[src/rtl/pfe_pkg.sv]
package pfe_pkg;
    typedef enum logic [1:0] {
        PF_IDLE  = 2'd0,
        PF_SEED  = 2'd1,
        PF_FETCH = 2'd2
    } pf_state_e;
endpackage

[src/rtl/pfe_stride_det.sv]
module pfe_stride_det #(
    parameter int LINE_W = 26,
    parameter int POFF_W = 6
) (
    input  logic              clk,
    input  logic              rst_n,
    input  logic              restart,
    input  logic              active,
    input  logic              three_seed,
    input  logic              req_valid,
    input  logic [LINE_W-1:0] req_line,
    output logic              found,
    output logic [LINE_W-1:0] first_line
);
    typedef struct packed {
        logic [LINE_W-1:0] first;
        logic [LINE_W-1:0] last;
        logic [1:0]        cnt;
    } det_t;

    det_t det_d, det_q;
    logic consec;
    logic [1:0] need;

    always_comb begin
        det_d  = det_q;
        found  = 1'b0;
        need   = three_seed ? 2'd3 : 2'd2;
        consec = (req_line == det_q.last + 1'b1) &&
                 (req_line[LINE_W-1:POFF_W] == det_q.last[LINE_W-1:POFF_W]);
        if (restart) begin
            det_d.cnt = 2'd0;
        end else if (active && req_valid) begin
            if (det_q.cnt != 2'd0 && consec) begin
                det_d.cnt  = det_q.cnt + 2'd1;
                det_d.last = req_line;
                if (det_q.cnt + 2'd1 == need) begin
                    found = 1'b1;
                end
            end else begin
                det_d.first = req_line;
                det_d.last  = req_line;
                det_d.cnt   = 2'd1;
            end
        end
    end

    assign first_line = det_q.first;

    always_ff @(posedge clk) begin
        if (!rst_n) begin
            det_q <= '0;
        end else begin
            det_q <= det_d;
        end
    end
endmodule

[src/rtl/pfe_line_buf.sv]
module pfe_line_buf #(
    parameter int DATA_W = 32,
    parameter int DEPTH  = 32,
    parameter int IDX_W  = $clog2(DEPTH)
) (
    input  logic              clk,
    input  logic              rst_n,
    input  logic              clear,
    input  logic              wr_en,
    input  logic [IDX_W-1:0]  wr_idx,
    input  logic [DATA_W-1:0] wr_data,
    input  logic [IDX_W-1:0]  rd_idx,
    output logic              rd_valid,
    output logic [DATA_W-1:0] rd_data,
    input  logic [IDX_W-1:0]  chk_idx,
    output logic              chk_valid
);
    typedef struct packed {
        logic [DEPTH-1:0]             vld;
        logic [DEPTH-1:0][DATA_W-1:0] mem;
    } buf_t;

    buf_t buf_d, buf_q;

    always_comb begin
        buf_d = buf_q;
        for (int i = 0; i < DEPTH; i++) begin
            if (clear) begin
                buf_d.vld[i] = 1'b0;
            end else if (wr_en && wr_idx == IDX_W'(i)) begin
                buf_d.vld[i] = 1'b1;
                buf_d.mem[i] = wr_data;
            end
        end
    end

    assign rd_valid  = buf_q.vld[rd_idx];
    assign rd_data   = buf_q.mem[rd_idx];
    assign chk_valid = buf_q.vld[chk_idx];

    always_ff @(posedge clk) begin
        if (!rst_n) begin
            buf_q <= '0;
        end else begin
            buf_q <= buf_d;
        end
    end
endmodule

[src/rtl/pfe_engine.sv]
module pfe_engine #(
    parameter int LINE_W     = 26,
    parameter int DATA_W     = 32,
    parameter int MAX_LINES  = 32,
    parameter int PAGE_LINES = 64,
    localparam int IDX_W     = $clog2(MAX_LINES)
) (
    input  logic              clk,
    input  logic              rst_n,
    input  logic              cfg_we,
    input  logic [IDX_W-1:0]  cfg_limit,
    input  logic              cfg_three_seed,
    output logic              train_mode,
    input  logic              rd_req_valid,
    input  logic [LINE_W-1:0] rd_req_line,
    output logic              hit_valid,
    output logic [LINE_W-1:0] hit_line,
    output logic [DATA_W-1:0] hit_data,
    output logic              mem_req_valid,
    output logic [LINE_W-1:0] mem_req_line,
    output logic              mem_req_pf,
    input  logic              mem_fill_valid,
    input  logic [LINE_W-1:0] mem_fill_line,
    input  logic [DATA_W-1:0] mem_fill_data
);
    import pfe_pkg::*;

    localparam int POFF_W = $clog2(PAGE_LINES);
    localparam int TOT_W  = POFF_W + 1;

    typedef struct packed {
        pf_state_e         state;
        logic [IDX_W-1:0]  limit;
        logic              three;
        logic [LINE_W-1:0] base;
        logic [TOT_W-1:0]  total;
        logic [TOT_W-1:0]  issued;
        logic [TOT_W-1:0]  filled;
        logic              req_v;
        logic [LINE_W-1:0] req_line;
        logic              req_pf;
        logic              hit_v;
        logic [LINE_W-1:0] hit_line;
        logic [DATA_W-1:0] hit_data;
    } ctl_t;

    ctl_t ctl_d, ctl_q;

    logic              det_active, det_found;
    logic [LINE_W-1:0] det_first;
    logic [LINE_W-1:0] rd_diff, f_diff;
    logic              rd_inwin, buf_rd_vld, buf_chk_vld;
    logic [DATA_W-1:0] buf_rd_data;
    logic              hit, fill_acc;
    logic [TOT_W-1:0]  lim_len, room;

    assign det_active = (ctl_q.state == PF_SEED) && !cfg_we;
    assign rd_diff    = rd_req_line - ctl_q.base;
    assign f_diff     = mem_fill_line - ctl_q.base;
    assign rd_inwin   = rd_diff < LINE_W'(MAX_LINES);

    pfe_stride_det #(
        .LINE_W (LINE_W),
        .POFF_W (POFF_W)
    ) u_det (
        .clk        (clk),
        .rst_n      (rst_n),
        .restart    (cfg_we),
        .active     (det_active),
        .three_seed (ctl_q.three),
        .req_valid  (rd_req_valid),
        .req_line   (rd_req_line),
        .found      (det_found),
        .first_line (det_first)
    );

    pfe_line_buf #(
        .DATA_W (DATA_W),
        .DEPTH  (MAX_LINES),
        .IDX_W  (IDX_W)
    ) u_buf (
        .clk       (clk),
        .rst_n     (rst_n),
        .clear     (cfg_we),
        .wr_en     (fill_acc),
        .wr_idx    (f_diff[IDX_W-1:0]),
        .wr_data   (mem_fill_data),
        .rd_idx    (rd_diff[IDX_W-1:0]),
        .rd_valid  (buf_rd_vld),
        .rd_data   (buf_rd_data),
        .chk_idx   (f_diff[IDX_W-1:0]),
        .chk_valid (buf_chk_vld)
    );

    always_comb begin
        ctl_d        = ctl_q;
        ctl_d.req_v  = 1'b0;
        ctl_d.req_pf = 1'b0;
        ctl_d.hit_v  = 1'b0;

        lim_len  = TOT_W'(ctl_q.limit) + TOT_W'(1);
        room     = TOT_W'(PAGE_LINES) - TOT_W'(det_first[POFF_W-1:0]);
        hit      = (ctl_q.state == PF_IDLE) && !cfg_we && rd_req_valid &&
                   rd_inwin && buf_rd_vld;
        fill_acc = (ctl_q.state == PF_FETCH) && !cfg_we && mem_fill_valid &&
                   (f_diff < LINE_W'(ctl_q.total)) && !buf_chk_vld;

        if (rd_req_valid) begin
            if (hit) begin
                ctl_d.hit_v    = 1'b1;
                ctl_d.hit_line = rd_req_line;
                ctl_d.hit_data = buf_rd_data;
            end else begin
                ctl_d.req_v    = 1'b1;
                ctl_d.req_line = rd_req_line;
            end
        end

        if (cfg_we) begin
            ctl_d.state  = PF_SEED;
            ctl_d.limit  = cfg_limit;
            ctl_d.three  = cfg_three_seed;
            ctl_d.issued = '0;
            ctl_d.filled = '0;
        end else begin
            unique case (ctl_q.state)
                PF_SEED: begin
                    if (det_found) begin
                        ctl_d.base  = det_first;
                        ctl_d.total = (lim_len < room) ? lim_len : room;
                        ctl_d.state = PF_FETCH;
                    end
                end
                PF_FETCH: begin
                    if (!rd_req_valid && ctl_q.issued < ctl_q.total) begin
                        ctl_d.req_v    = 1'b1;
                        ctl_d.req_pf   = 1'b1;
                        ctl_d.req_line = ctl_q.base + LINE_W'(ctl_q.issued);
                        ctl_d.issued   = ctl_q.issued + TOT_W'(1);
                    end
                    if (fill_acc) begin
                        ctl_d.filled = ctl_q.filled + TOT_W'(1);
                        if (ctl_q.filled + TOT_W'(1) == ctl_q.total) begin
                            ctl_d.state = PF_IDLE;
                        end
                    end
                end
                default: begin
                end
            endcase
        end
    end

    always_ff @(posedge clk) begin
        if (!rst_n) begin
            ctl_q       <= '0;
            ctl_q.state <= PF_IDLE;
        end else begin
            ctl_q <= ctl_d;
        end
    end

    assign train_mode    = (ctl_q.state != PF_IDLE);
    assign hit_valid     = ctl_q.hit_v;
    assign hit_line      = ctl_q.hit_line;
    assign hit_data      = ctl_q.hit_data;
    assign mem_req_valid = ctl_q.req_v;
    assign mem_req_line  = ctl_q.req_line;
    assign mem_req_pf    = ctl_q.req_pf;
endmodule

[config.mk]
export PLATFORM = sky130hd
export DESIGN_NAME = pfe_engine
export DESIGN_NICKNAME = d
export VERILOG_FILES = /design/src/rtl/pfe_pkg.sv /design/src/rtl/pfe_stride_det.sv /design/src/rtl/pfe_line_buf.sv /design/src/rtl/pfe_engine.sv
export SDC_FILE = /design/constraint.sdc
export NUM_CORES = 2
export LEC_CHECK = 0
export ABC_AREA = 1
export ABC_CLOCK_PERIOD_IN_PS = 6180
export BUFFER_PORTS_ARGS = -buffer_cell sky130_fd_sc_hd__buf_2
export CAP_MARGIN = 20
export CORE_ASPECT_RATIO = 1.4
export CORE_MARGIN = 2
export CORE_UTILIZATION = 65
export DETAILED_ROUTE_END_ITERATION = 10
export MAX_ROUTING_LAYER = met4
export PLACE_DENSITY = 0.83
export REMOVE_ABC_BUFFERS = 1
export SYNTH_ARGS = -nofsm -noshare
export SYNTH_HDL_FRONTEND = slang
export SYNTH_HIERARCHICAL = 1
export SYNTH_SLANG_ARGS = --single-unit
[constraint.sdc]
create_clock -name clk -period 6.18 [get_ports clk]
set_input_delay 0 -clock clk [delete_from_list [all_inputs] [get_ports clk]]
set_output_delay 0 -clock clk [all_outputs]
set_load 0.01 [all_outputs]
## Word-level counts from Yosys, hierarchy flattened

Cells that the tools add are included.

| storage, ports and cells | value |
|---|---|
| input port bits | 95 |
| bits in registers | 1252 |
| logic and storage cells | 264 |
| output and inout bits | 88 |

| cells by class | value |
|---|---|
| eq/ne operators | 43 |
| mux-type cells | 24 |
| order comparisons | 6 |
| bitwise gates (word level) | 4 |
| add/sub/neg operators | 9 |
| reductions and logical operators | 97 |

Operator list:

| operator | count |
|---|---|
| 32-bit binary-select mux with 5-bit select | 1 |
| 28-bit 2-to-1 mux | 3 |
| 5-bit == test (second input constant) | 16 |
| 2-bit AND reduction | 37 |
| 59-bit 2-to-1 mux | 1 |
| 27-bit 2-to-1 mux | 2 |
| 26-bit subtractor | 2 |
| 1-bit logical AND | 45 |
| 5-bit by 4-bit == test with 1-bit output (second input constant) | 8 |
| 32-bit 2-to-1 mux | 1 |
| 26-bit by 1-bit adder with 26-bit output (second input constant) | 1 |
| 26-bit by 7-bit adder with 26-bit output | 1 |
| 26-bit == test | 1 |
| 26-bit by 6-bit less-than comparator with 1-bit output (second input constant) | 1 |
| 26-bit by 7-bit less-than comparator with 1-bit output | 1 |
| 20-bit == test | 1 |
| 5-bit by 3-bit == test with 1-bit output (second input constant) | 4 |
| 7-bit by 1-bit adder with 7-bit output (second input constant) | 2 |
| 5-bit by 6-bit less-than comparator with 1-bit output (second input constant) | 2 |
| 1-bit binary-select mux with 5-bit select | 2 |
| 5-bit by 2-bit == test with 1-bit output (second input constant) | 2 |
| 1-bit 2-to-1 mux | 8 |
| 2-bit 2-to-1 mux | 4 |
| 4-bit AND reduction | 2 |
| other kinds (25) | 35 |

## Depth between registers and ports, before layout

| depth | value |
|---|---|
| depth after elaboration | 10 |
| depth in mapped cells | 32 |
| depth with buffers taken out | 28 |

## Hierarchy

Netlist, hierarchy kept.

Modules (own cells, without submodules):

| module | area an instance (sq um) | cells each | sequential area each (sq um) | instances |
|---|---|---|---|---|
| pfe_line_buf | 48058.6 | 7299 | 21140.3 | 1 |
| pfe_engine | 11103.1 | 1727 | 2842.7 | 1 |
| pfe_stride_det | 3098.0 | 494 | 1081.0 | 1 |

## Worst setup path before layout

No wires, ideal clock.

| path | value |
|---|---|
| kind | reg2reg |
| from | register ctl_q[108] (netlist name) |
| to | register u_buf/buf_q[130] (netlist name) |
| path buffers | 2 |
| required time | 6.064 ns |
| setup time | 0.116 ns |
| arrival | 3.960 ns |
| period minus slack after synthesis | 4.075 ns |
| slack | 2.105 ns |
| cell stages (with the launch flop) | 30 |
| path through | dfxtp_1 -> ha_1 -> inv_1 -> fa_1 -> xor2_1 -> inv_1 -> nand3_1 -> nand2_1 -> nand2_1 -> nand2_1 -> nand2_1 -> nand2_1 -> nor2_1 -> nand4_1 -> a21oi_1 -> o21ai_0 -> a211oi_1 -> nand2_1 -> nor3_1 -> nand4_1 -> nor3_1 -> inv_2 -> nor2_4 -> buf_6 -> nand2_1 -> nor2_4 -> inv_2 -> buf_2 -> nor2_1 -> nor2_1 |

| between the ends | value |
|---|---|
| word-level cells in the longest chain between the ends | 7 |
| elaborated cells on any way between the ends | 10 |
| classes of those cells | 1 x add/sub; 1 x order compare; 1 x eq/ne; 2 x mux; 5 x reduce/logical |

Ends and longest elaborated chain:

| element | line | text |
|---|---|---|
| from (decl) | pfe_engine.sv:47 | `ctl_t ctl_d, ctl_q;` |
| from (signal assigned) | pfe_engine.sv:159 | `ctl_q <= ctl_d;` |
| 26-bit subtractor | pfe_engine.sv:59 | `assign f_diff = mem_fill_line - ctl_q.base;` |
| named net f_diff[2] | pfe_engine.sv:51 | `logic [LINE_W-1:0] rd_diff, f_diff;` |
| 1-bit binary-select mux with 5-bit select | pfe_line_buf.sv:39 | `assign chk_valid = buf_q.vld[chk_idx];` |
| 1-bit 2-to-1 mux (not written as such) | pfe_line_buf.sv:39 |  |
| named net buf_chk_vld | pfe_engine.sv:52 | `logic rd_inwin, buf_rd_vld, buf_chk_vld;` |
| 1-bit zero test | pfe_engine.sv:106 | `(f_diff < LINE_W'(ctl_q.total)) && !buf_chk_vld;` |
| 1-bit logical AND | pfe_engine.sv:106 |  |
| named net fill_acc | pfe_engine.sv:54 | `logic hit, fill_acc;` |
| 1-bit logical AND | pfe_line_buf.sv:30 | `end else if (wr_en && wr_idx == IDX_W'(i)) begin` |
| 2-bit AND reduction (no source line) | n/a |  |
| to (signal assigned) | pfe_line_buf.sv:45 | `buf_q <= buf_d;` |
| to (decl) | pfe_line_buf.sv:23 | `buf_t buf_d, buf_q;` |

The timed path passes the listed nets, and every way through them passes these cells. The select of a mux whose other input is x is not followed.
A chain may end at the register's enable or synchronous reset.

## Worst setup path in the final report

| path | value |
|---|---|
| from | register ctl_q[110] (netlist name) |
| to | register u_buf/buf_q[277] (netlist name) |

| between the ends | value |
|---|---|
| word-level cells in the longest chain between the ends | 7 |
| elaborated cells on any way between the ends | 10 |
| classes of those cells | 1 x add/sub; 1 x order compare; 1 x eq/ne; 2 x mux; 5 x reduce/logical |

Ends and longest elaborated chain:

| element | line |
|---|---|
| 26-bit subtractor (*) | pfe_engine.sv:59 |
| named net f_diff[3] | pfe_engine.sv:51 |
| parallel branches: the longest is 3 deep, another holds 26-bit by 7-bit less-than comparator with 1-bit output | n/a |
| 1-bit logical AND (*) | pfe_engine.sv:106 |
| named net fill_acc | pfe_engine.sv:54 |
| 1-bit logical AND (*) | pfe_line_buf.sv:30 |
| 2-bit AND reduction (no source line) (*) | n/a |

Mark *: on every way through the listed nets, which the timed path passes. The select of a mux whose other input is x is not followed.

==> flow_summary.yaml <==
run_status:
  outcome: "completed"
yosys:
  synth_edf_count: 0
  postSynthAreaPerCell_um2: 6.54
  most_frequently_used_flop_master_after_synthesis: "sky130_fd_sc_hd__dfxtp_1"
  yosysSeqAreaShare: 0.403
  post_synth_num_cell_types: 50
  synth-async-reset-ratio: 0
  synth-seq-cells: 1252
  post_synth_inst_count: 9520
  top_cells_by_area_in_the_synthesized_netlist: "sky130_fd_sc_hd__dfxtp_1 (40%), sky130_fd_sc_hd__nand2_1 (13%), sky130_fd_sc_hd__nor2_1 (8.8%), sky130_fd_sc_hd__o21ai_0 (7.8%), sky130_fd_sc_hd__nand3_1 (7.7%)"
  synth_top_area_cell: "sky130_fd_sc_hd__dfxtp_1"
  syn_area_um2: 62300
  yosys.area.top_type_share: 0.403
  synth_warnings: 6
floorplanning:
  die_width_um: 266
  core_um2: 95100
  starting_density_of_the_core: 0.655
  fp.dieH_um: 370
  core.rowCount: 134
  die_area_um2: 98300
  top_level_ports: 183
cts:
  cts-htree-levels: 3
  post-cts-setup-buffers: 0
  clock_sinks: 1252
  cts-buffers-inserted: 115
  clock_tree_from_tritoncts: "done"
  clock_tree.root_cell: "sky130_fd_sc_hd__clkbuf_16"
  clock_path_buffers: 3
  cts_clock_pin_slew_for_the_worst_setup_and_hold_paths_ns: 0.07
  clk-insertion-delay-late_ns: 0.74
  cts-resized-gates: 0
worst_setup_path:
  worst-endpoint-arrival_ns: 6.19
  crit_slowest_cell: "sky130_fd_sc_hd__xor2_1"
  worst_r2r_endpoint: "u_buf/buf_q[277]$_SDFFE_PN0P_"
  worstRegToRegCells: 24
  path_class: "register to register"
  critical_path.max_stage_delay_ns: 0.62
  worst_r2r_startpoint: "ctl_q[110]$_SDFFE_PN0P_"
  path_max_fanout: 32
  endpoint_kind: "register"
  type_of_origin_of_the_critical_path: "register"
  timing.critical_path.cells: "inv_1 > ha_1 > a21oi_1 > nand2_1 > xor2_1 > ha_1 > a21oi_1 > nor2_1 > nor2_1 > nand2_1 > a21oi_1 > o21ai_0 > a211oi_1 > nand2_1 > nor3_1 > nand4_1 > nor3_1 > inv_2 > nor2_4 > nand2_1 > nor2_4 > inv_2 > nor2_1 > nor2_1"
  rrSetupSlack_ns: 0.62
  cp.required_ns: 6.81
placement:
  portBuffers: 182
  placed_area_um2: 61700
  detailedPlace.worstSlack_ns: 0.657
  place_inst: 10200
  gp_congestion: 1.02
  place_hpwl_mm: 122
sta:
  hold_viol: 0
  setup_violations: 0
  setup-tns-final_ns: 0
  timing.final.max_slew_violations: 0
  period_needed_ns: 5.56
  period_share: 0.900
  worst_slew_margin_rel: 0.229
  layout_setup_ws_ns: 0.621
  skew_ns: 0.0233
  max_clock_freq_mhz: 180
  timing_worst_slew_pin_value_ns: 1.16
  unrepaired_setup_endpoints_after_global_routing: "false"
route:
  uppermost_layer_routed: "met4"
  wl_met1_mm: 74.0
  wirelength_mm: 207
  antenna_left: 0
  drc: 0
  drt-vias-per-instance: 5.97
  dr_total_vias: 62800
  route.detailed.wl_per_inst_um: 19.7
  first_pass_iters: 8
  detail_route.iter0.violations: 7018
  met3WireLength_mm: 19.7
  wl_met2_mm: 96.8
power_and_ir_drop:
  post-layout-total-power_mw: 17.1
  ir_worst_vdd_mv: 0.272
  powerDensity_nw_per_um2: 257
  power_leakage_nw: 28.0
global_route:
  first_global_vias: 59100
  grt_antenna_before_repair: 0
  grt_pass1_wl_mm: 319
  globalRouteOverflowTotal: 0
  grt.total_usage: 0.420
  largest_net_degree_at_the_start_of_global_routing: 213
finish:
  area_delta_synth_final_pct: 6.74
  layout.cells.most_common: "sky130_fd_sc_hd__nand2_1"
  finish.cell_count_without_fillers: 10500
  postLayoutCellArea_um2: 66500
  most_used_cells_in_the_layout_excluding_fill_and_tap_cells: "sky130_fd_sc_hd__nand2_1 (2074), sky130_fd_sc_hd__nor2_1 (1456), sky130_fd_sc_hd__dfxtp_1 (1252)"
  final_nets: 9369
  drive_gt1_frac: 0.0646
  total_of_fill_cells_in_the_finished_design: 8053
hold_path:
  hold_end: "hit_line[15]$_SDFFE_PN0P_"
  hold_class: "input pin to register"
  min_path_cells: 4
  hold_path.startpoint: "rd_req_line[15]"
job:
  drv.max_cap_violation_count: 0
[final cells by class]
cell class / instances / area, µm² / share of cell area
Inverter: 803 / 3050 / 0.0459
Sequential cell: 1252 / 25100 / 0.377
Antenna cell: 1 / 2.50 / 0.0000377
Tap cell: 1224 / 1530 / 0.0230
Multi-Input combinational cell: 6651 / 30300 / 0.456
Clock buffer: 168 / 3370 / 0.0507
Clock inverter: 43 / 558 / 0.00840
Timing Repair Buffer: 368 / 2590 / 0.0389
[flip-flops by register name, indices dropped and copies added, names as in the netlist, 26 cells and up]
signal            cells
u_buf/buf_q        1056
ctl_q                55
hit_data             32
u_det/det_q          28
hit_line             26
mem_req_line         26
u_det/first_line     26
[cell families (layout without fill, tap and decap cells)]
kind of cell	Yosys count	after routing	share of synthesized area
compound gates	1866	1866	0.153
other cells	0	1	0
simple gates	4652	4652	0.308
xor+xnor	50	50	0.00703
buf+inv	1617	1382	0.112
fa+ha+maj	83	83	0.0170
flops	1252	1252	0.403
[cells in the mapped netlist, types with 4 or more instances]
cell type and number:
sky130_fd_sc_hd__xnor2_1 13, sky130_fd_sc_hd__nor3b_1 4, sky130_fd_sc_hd__nand3_2 14, sky130_fd_sc_hd__and3_1 4, sky130_fd_sc_hd__o21ai_1 182, sky130_fd_sc_hd__buf_1 79, sky130_fd_sc_hd__clkbuf_2 14, sky130_fd_sc_hd__nand4_1 41
sky130_fd_sc_hd__nand2_2 7, sky130_fd_sc_hd__a31oi_1 6, sky130_fd_sc_hd__xor2_1 37, sky130_fd_sc_hd__nor2_1 1457, sky130_fd_sc_hd__nand3b_1 9, sky130_fd_sc_hd__nand3_1 955, sky130_fd_sc_hd__buf_4 124, sky130_fd_sc_hd__nand2_1 2074
sky130_fd_sc_hd__a21oi_1 646, sky130_fd_sc_hd__a211oi_1 23, sky130_fd_sc_hd__buf_2 267, sky130_fd_sc_hd__ha_1 80, sky130_fd_sc_hd__or2_2 4, sky130_fd_sc_hd__inv_2 29, sky130_fd_sc_hd__o21ai_0 974, sky130_fd_sc_hd__nor3_1 30
sky130_fd_sc_hd__dfxtp_1 1252, sky130_fd_sc_hd__buf_6 12, sky130_fd_sc_hd__a211oi_2 12, sky130_fd_sc_hd__clkbuf_1 317, sky130_fd_sc_hd__o211ai_1 5, sky130_fd_sc_hd__a21o_1 9, sky130_fd_sc_hd__o21bai_1 5, sky130_fd_sc_hd__inv_1 767
sky130_fd_sc_hd__clkinv_1 6, sky130_fd_sc_hd__nor2_4 5, sky130_fd_sc_hd__nor2_2 34
[critical path, delay by kind of cell (launching register included)]
kind	cells	cell delay, ns
adder cells (fa/ha/maj)	2	0.73
flip-flops	1	0.34
AND/OR/NAND/NOR	13	2.27
XOR/XNOR	1	0.62
AO/OA/AOI/OAI	5	0.85
buffers and inverters	3	0.60
[how the worst max path moves through the flow]
| stage | start | endpoint | slack [ns] |
|---|---|---|---|
| final | ctl_q[110]$_SDFFE_PN0P_ | u_buf/buf_q[277]$_SDFFE_PN0P_ | 0.62 |
| after global routing | ctl_q[110]$_SDFFE_PN0P_ | u_buf/buf_q[267]$_SDFFE_PN0P_ | 0.13 |
| after CTS | ctl_q[110]$_SDFFE_PN0P_ | u_buf/buf_q[384]$_SDFFE_PN0P_ | 0.58 |
| after detailed placement | ctl_q[110]$_SDFFE_PN0P_ | u_buf/buf_q[384]$_SDFFE_PN0P_ | 0.66 |
| after global placement | ctl_q[110]$_SDFFE_PN0P_ | u_buf/buf_q[389]$_SDFFE_PN0P_ | 0.85 |
| after floorplan | ctl_q[108]$_SDFFE_PN0P_ | hit_line[10]$_SDFFE_PN0P_ | -16.39 |
[timing repair]
action,CTS,global route
hold buffers,75,0
hold endpoints to repair,1139,0
setup endpoints to repair,0,0
[report_power, final]
part | internal [mW] | leakage (nW) | switching, mW
sequential | 8.09 | 10.1 | 0.0164
clock | 4.24 | 1.94 | 3.22
combinational | 0.391 | 15.9 | 1.13
[routing by layer]
layer	up-vias	global-route usage
met3	865	0.0616
li1	29600	-
met2	3517	0.695
met5	-	-
met1	28800	0.462
met4	0	0.305
[metrics by stage]
step | hold slack, ns | utilization
floorplan | 0.121 | -
global placement | 0.221 | 0.649
detailed placement | 0.233 | 0.649
CTS | 0.134 | 0.699
global route | 0.175 | 0.699
finish | 0.161 | 0.699
No activity file was read; power rests on OpenSTA's default activity.
